==> config.mk <==
export PLATFORM = sky130hd
export DESIGN_NAME = pt_walk_top
export DESIGN_NICKNAME = d
export VERILOG_FILES = /design/src/rtl/pt_walk_pkg.sv /design/src/rtl/pt_walk_addr.sv /design/src/rtl/pt_walk_fsm.sv /design/src/rtl/pt_walk_top.sv
export SDC_FILE = /design/constraint.sdc
export NUM_CORES = 1
export LEC_CHECK = 0
export BUFFER_PORTS_ARGS = -buffer_cell sky130_fd_sc_hd__buf_2
export CAP_MARGIN = 20
export CELL_PAD_IN_SITES_DETAIL_PLACEMENT = 1
export CELL_PAD_IN_SITES_GLOBAL_PLACEMENT = 1
export CORE_MARGIN = 8
export CORE_UTILIZATION = 40
export DETAILED_ROUTE_END_ITERATION = 8
export GPL_ROUTABILITY_DRIVEN = 0
export PLACE_DENSITY = 0.82
export SYNTH_ARGS = -nofsm -noshare
export SYNTH_HDL_FRONTEND = slang
export SYNTH_SLANG_ARGS = --single-unit
export TNS_END_PERCENT = 30
==> constraint.sdc <==
create_clock -name clk -period 3.9 [get_ports clk]
set_input_delay 0.195 -clock clk [delete_from_list [all_inputs] [get_ports clk]]
set_output_delay 0.195 -clock clk [all_outputs]
set_load 0.03 [all_outputs]
==> src/rtl/pt_walk_pkg.sv <==
package pt_walk_pkg;

   typedef enum logic [2:0] {
      ST_IDLE  = 3'd0,
      ST_RD1   = 3'd1,
      ST_WT1   = 3'd2,
      ST_RD2   = 3'd3,
      ST_WT2   = 3'd4,
      ST_DONE  = 3'd5,
      ST_FAULT = 3'd6
   } walk_st_e;

   localparam logic LVL_FIRST  = 1'b0;
   localparam logic LVL_SECOND = 1'b1;

endpackage

==> src/rtl/pt_walk_addr.sv <==
module pt_walk_addr #(
   parameter int VA_W        = 32,
   parameter int OFF_W       = 12,
   parameter int L1_W        = 10,
   parameter int ENTRY_BYTES = 4,
   parameter bit BASE_ADD    = 1'b1,
   localparam int VPN_W      = VA_W - OFF_W,
   localparam int L2_W       = VPN_W - L1_W
) (
   input  logic [VPN_W-1:0] vpn,
   input  logic [VA_W-1:0]  root,
   input  logic [VPN_W-1:0] l2_base,
   input  logic             sel_l2,
   output logic [VA_W-1:0]  rd_addr
);

   localparam int ENT_SH = $clog2(ENTRY_BYTES);

   logic [L1_W-1:0] idx1;
   logic [L2_W-1:0] idx2;
   logic [VA_W-1:0] off1;
   logic [VA_W-1:0] off2;
   logic [VA_W-1:0] addr1;
   logic [VA_W-1:0] addr2;

   assign idx1 = vpn[VPN_W-1 -: L1_W];
   assign idx2 = vpn[L2_W-1:0];

   assign off1 = {{(VA_W-L1_W-ENT_SH){1'b0}}, idx1, {ENT_SH{1'b0}}};
   assign off2 = {{(VA_W-L2_W-ENT_SH){1'b0}}, idx2, {ENT_SH{1'b0}}};

   generate
      if (BASE_ADD) begin : g_root_add
         assign addr1 = root + off1;
      end else begin : g_root_cat
         assign addr1 = {root[VA_W-1:OFF_W], off1[OFF_W-1:0]};
      end
   endgenerate

   assign addr2   = {l2_base, {OFF_W{1'b0}}} + off2;
   assign rd_addr = sel_l2 ? addr2 : addr1;

endmodule

==> src/rtl/pt_walk_fsm.sv <==
module pt_walk_fsm
   import pt_walk_pkg::*;
(
   input  logic     clk,
   input  logic     rst_n,
   input  logic     start,
   input  logic     rd_ack,
   input  logic     rd_valid,
   input  logic     entry_ok,
   output walk_st_e state,
   output logic     rd_req,
   output logic     take_l1,
   output logic     take_l2,
   output logic     ready,
   output logic     done,
   output logic     fault,
   output logic     fault_lvl
);

   walk_st_e nxt;
   logic     lvl_q;

   always_comb begin
      nxt = state;
      case (state)
         ST_IDLE:  if (start)    nxt = ST_RD1;
         ST_RD1:   if (rd_ack)   nxt = ST_WT1;
         ST_WT1:   if (rd_valid) nxt = entry_ok ? ST_RD2 : ST_FAULT;
         ST_RD2:   if (rd_ack)   nxt = ST_WT2;
         ST_WT2:   if (rd_valid) nxt = entry_ok ? ST_DONE : ST_FAULT;
         ST_DONE:  nxt = ST_IDLE;
         ST_FAULT: nxt = ST_IDLE;
         default:  nxt = ST_IDLE;
      endcase
   end

   always_ff @(posedge clk) begin
      if (!rst_n) begin
         state <= ST_IDLE;
         lvl_q <= LVL_FIRST;
      end else begin
         state <= nxt;
         if (state == ST_WT1 && rd_valid && !entry_ok) lvl_q <= LVL_FIRST;
         if (state == ST_WT2 && rd_valid && !entry_ok) lvl_q <= LVL_SECOND;
      end
   end

   assign rd_req    = (state == ST_RD1) || (state == ST_RD2);
   assign take_l1   = (state == ST_WT1) && rd_valid && entry_ok;
   assign take_l2   = (state == ST_WT2) && rd_valid;
   assign ready     = (state == ST_IDLE);
   assign done      = (state == ST_DONE);
   assign fault     = (state == ST_FAULT);
   assign fault_lvl = lvl_q;


   wt2_end_chk: assert property (@(posedge clk) disable iff (!rst_n)
      take_l2 |=> (done || fault));


   l1_bad_chk: assert property (@(posedge clk) disable iff (!rst_n)
      (state == ST_WT1 && rd_valid && !entry_ok) |=> (fault && fault_lvl == LVL_FIRST));

endmodule

==> src/rtl/pt_walk_top.sv <==
module pt_walk_top
   import pt_walk_pkg::*;
#(
   parameter int VA_W        = 32,
   parameter int OFF_W       = 12,
   parameter int L1_W        = 10,
   parameter int ENTRY_BYTES = 4,
   parameter int VALID_BIT   = 0,
   parameter bit BASE_ADD    = 1'b1,
   localparam int VPN_W      = VA_W - OFF_W
) (
   input  logic             clk,
   input  logic             rst_n,
   input  logic             req_valid,
   output logic             req_ready,
   input  logic [VPN_W-1:0] req_vpn,
   input  logic [VA_W-1:0]  req_root,
   output logic             mem_rd_req,
   output logic [VA_W-1:0]  mem_rd_addr,
   input  logic             mem_rd_ack,
   input  logic             mem_rd_valid,
   input  logic [VA_W-1:0]  mem_rd_data,
   output logic             res_valid,
   output logic [VA_W-1:0]  res_pte,
   output logic             fault_valid,
   output logic             fault_level
);

   localparam int L2_W = VPN_W - L1_W;

   initial begin
      if (L1_W < 1 || L2_W < 1)
         $fatal(1, "pt_walk_top: both index fields need at least one bit");
      if (ENTRY_BYTES != 4 && ENTRY_BYTES != 8)
         $fatal(1, "pt_walk_top: entry size must be 4 or 8 bytes");
      if (L2_W + $clog2(ENTRY_BYTES) > OFF_W)
         $fatal(1, "pt_walk_top: a second-level table must fit in one page");
      if (!BASE_ADD && (L1_W + $clog2(ENTRY_BYTES) > OFF_W))
         $fatal(1, "pt_walk_top: concatenated root needs the first table within one page");
      if (VALID_BIT < 0 || VALID_BIT >= OFF_W)
         $fatal(1, "pt_walk_top: valid bit must lie below the frame field");
   end

   walk_st_e         state;
   logic             start;
   logic             take_l1;
   logic             take_l2;
   logic             done;
   logic             fault;
   logic             flvl;
   logic [VPN_W-1:0] vpn_q;
   logic [VA_W-1:0]  root_q;
   logic [VPN_W-1:0] l1_q;
   logic [VA_W-1:0]  pte_q;

   assign start = req_valid && req_ready;

   pt_walk_fsm u_fsm (
      .clk       (clk),
      .rst_n     (rst_n),
      .start     (start),
      .rd_ack    (mem_rd_ack),
      .rd_valid  (mem_rd_valid),
      .entry_ok  (mem_rd_data[VALID_BIT]),
      .state     (state),
      .rd_req    (mem_rd_req),
      .take_l1   (take_l1),
      .take_l2   (take_l2),
      .ready     (req_ready),
      .done      (done),
      .fault     (fault),
      .fault_lvl (flvl)
   );

   always_ff @(posedge clk) begin
      if (!rst_n) begin
         vpn_q  <= '0;
         root_q <= '0;
         l1_q   <= '0;
         pte_q  <= '0;
      end else begin
         if (start) begin
            vpn_q  <= req_vpn;
            root_q <= req_root;
         end
         if (take_l1) l1_q  <= mem_rd_data[VA_W-1:OFF_W];
         if (take_l2) pte_q <= mem_rd_data;
      end
   end

   pt_walk_addr #(
      .VA_W        (VA_W),
      .OFF_W       (OFF_W),
      .L1_W        (L1_W),
      .ENTRY_BYTES (ENTRY_BYTES),
      .BASE_ADD    (BASE_ADD)
   ) u_addr (
      .vpn     (vpn_q),
      .root    (root_q),
      .l2_base (l1_q),
      .sel_l2  (state == ST_RD2),
      .rd_addr (mem_rd_addr)
   );

   assign res_valid   = done;
   assign res_pte     = pte_q;
   assign fault_valid = fault;
   assign fault_level = flvl;


   req_hold_chk: assert property (@(posedge clk) disable iff (!rst_n)
      (mem_rd_req && !mem_rd_ack) |=> (mem_rd_req && $stable(mem_rd_addr)));


   end_excl_chk: assert property (@(posedge clk) disable iff (!rst_n)
      !(res_valid && fault_valid));


   end_pulse_chk: assert property (@(posedge clk) disable iff (!rst_n)
      (res_valid || fault_valid) |=> (!res_valid && !fault_valid && req_ready));


   fault_quiet_chk: assert property (@(posedge clk) disable iff (!rst_n)
      fault_valid |-> !mem_rd_req);


   busy_hold_chk: assert property (@(posedge clk) disable iff (!rst_n)
      (!req_ready && req_valid) |=> $stable(vpn_q));

endmodule

==> results_dict.tcl <==
set metrics [dict create \
    r2r_slack_ns 1.64 \
    cp_cell_sequence "ha_1 -> fa_1 -> a211o_1 -> a211o_1 -> a21oi_2 -> nor4b_1 -> xnor2_1 -> o21ai_0 -> buf_2" \
    layout_commonest_cell "nand2_1" \
    io_pins 158 \
    reg2regPathDepth 3 \
    worstPathMaxFanout 10 \
    status "finished clean" \
    placed_cells 979 \
    post-route-drc-count 0 \
    post_cts_buffers 0 \
    power_density_nw_per_um2 447 \
    rows 42 \
    firstDrtPassIters 4 \
    design.core.area_um2 13100 \
    grt_max_degree 60 \
    reg2reg_from "u_fsm.state[1]" \
    ys_seq_elements 108 \
    power_leakage_nw 2.68 \
    ys_top_cells_by_area "dfxtp_1 41%, nand2_1 18%, a21boi_0 15%" \
    synth_edf_count 0 \
    slew_viol_final 0 \
    hp-start "mem_rd_data[1]" \
    cts_max_path_buffers 2 \
    clk_latency_ns 0.36 \
    wl_um 16900 \
    slowest_stage "a21oi_2" \
    io_buffers 157 \
    antenna_found_initial 0 \
    yosysTopAreaCell "dfxtp_1" \
    endpoint "mem_rd_addr[18]" \
    yosysUniqueCellTypes 44 \
    cts_buffers 9 \
    path_class "register to output port" \
    clk_pin_slew_ns 0.07 \
    yosysWarnings 0 \
    min_period_ns 3.53 \
    synthArstFlopShare 0 \
    clock-root-buffer "clkbuf_16" \
    syn_inst 687 \
    die_w_um 131 \
    cts_htree_levels 3 \
    worstPathRequired_ns 3.70 \
    drt_first_iter_violations 206 \
    worstHoldPathType "primary input to register" \
    netlist.area_leader.share 0.409 \
    dieArea_um2 17200 \
    setup_violations 0 \
    start_util 0.404 \
    floorplan.die.height_um 131 \
    drtAntennaViolNets 0 \
    dp_hpwl_um 12300 \
    layout_common_cells "251 x nand2_1, 157 x buf_2, 108 x dfxtp_1" \
    wire_per_inst_um 17.0 \
    critPathLaunch "root_q[2]" \
    arrival_ns 3.33 \
    hold_buffers 0 \
    diodes 0 \
    clock_sinks 108 \
    fin_nets 917 \
    drive_gt1_frac 0.231 \
    grt_pass1_wl_um 27200 \
    viasPerCell 5.15 \
    seq_area_frac_synth 0.409 \
    r2r-end "l1_q[15]" \
    synthesis.area_um2 5290 \
    cts.repair.resized 0 \
    syn_to_final_growth_pct 24.1 \
    synth_nets 787 \
    cpPeakStageDelay_ns 0.56 \
    maxSlewHeadroom 0.291 \
    dr_total_vias 5140 \
    syn_area_per_cell_um2 7.70 \
    tns_ns 0 \
    peakVddDrop_mv 0.368 \
    grt_usage 0.201 \
    cts_tree "built" \
    crit_top_cell "a211o_1" \
    tightest_slew_ns 1.06 \
    hold_violations 0 \
    finalCritPeriodShare 0.904 \
    grt_pass1_vias 5612 \
    critPathCaptureType "output port" \
    overflow 0 \
    cap_violations 0 \
    fmax_mhz 284 \
    stdcell_count 998 \
    crit_path_start_kind "register" \
    finClkSkew_ns 0.00936 \
    rsz0062_at_grt "false" \
    yosys_most_used_dff "dfxtp_1" \
]
==> where the power goes <==
part	internal [W]	switching, W	total [W]
registers	0.00118	0.0000768	0.00125
clock network	0.000581	0.000420	0.00100
logic	0.000229	0.000450	0.000679
total	0.00199	0.000948	0.00293
==> Yosys cell counts (5+ instances only) <==
cell and n:
dfxtp_1 108, o21ai_0 27, and2_1 7, clkbuf_1 43, a211oi_1 5, nand2_1 252
nor2b_1 5, nand3_1 8, nor2_1 22, inv_1 7, xor2_1 6, a21oi_1 18
a21boi_0 106, xnor2_1 21, ha_1 10
==> through the flow <==
step | util | area, um^2 | setup WS [ns] | hold slack [ns] | total power [W]
after global placement | 0.470 | 6160 | 0.958 | 0.448 | 0.00193
after global routing | 0.502 | 6560 | 0.208 | 0.0863 | 0.00309
final | 0.502 | 6560 | 0.375 | 0.0867 | 0.00293
after CTS | 0.495 | 6480 | 0.346 | 0.0714 | 0.00298
after floorplan | - | 5290 | 0.963 | 0.340 | 0.00173
after detailed placement | 0.470 | 6160 | 0.809 | 0.459 | 0.00196
==> critical path, delay by kind of cell, from the launching register on <==
family	cells	cell delay, ns
adders and majority gates	2	0.69
and+or+nand+nor	1	0.16
buffers and inverters	1	0.24
xor gates and xnor gates	1	0.17
AOI/OAI and AO/OA	4	1.38
DFF	1	0.33
==> how the worst min path moves through the flow <==
stage,to,slack [ns],depth (start not counted)
floorplan,l1_q[0],0.34,2
global placement,res_pte[11],0.45,3
detailed placement,res_pte[1],0.46,3
CTS,res_pte[1],0.07,3
global route,res_pte[11],0.09,3
finish,res_pte[1],0.09,3
==> cells by family (layout without fill, tap and decap cells) <==
group                      after synthesis  count (layout)  share of synthesized area
DFF                                    108             108                      0.409
and+or+nand+nor                        313             313                      0.248
buffers and inverters                   52             187                     0.0374
xor gates and xnor gates                27              27                     0.0447
adders and majority gates               12              12                     0.0293
muxes                                    2               2                    0.00379
AOI/OAI and AO/OA                      173             173                      0.228
==> per-layer routing <==
metal | track usage | vias up | share of wire
li1 | - | 2525 | -
met1 | 0.216 | 2468 | 0.40
met2 | 0.354 | 118 | 0.51
met3 | 0.0743 | 29 | 0.069
met4 | 0.0756 | 0 | 0.023
met5 | 0 | - | 0
==> state kept, by name, indices dropped and copies added (netlist names) <==
| register | count |
|---|---|
| u_fsm.fault_lvl | 1 |
| res_pte | 32 |
| vpn_q | 20 |
| u_fsm.state | 3 |
| root_q | 32 |
| l1_q | 20 |
==> layout make-up <==
cell class / count / area [um^2]
fill: 1651 / 6520
multi-input combinational: 527 / 2930
sequential: 108 / 2160
timing repair buffer: 164 / 898
clock buffer: 10 / 239
tap: 176 / 220
clock inverter: 6 / 86.3
inverter: 7 / 26.3
No activity file was read; power rests on OpenSTA's default activity.
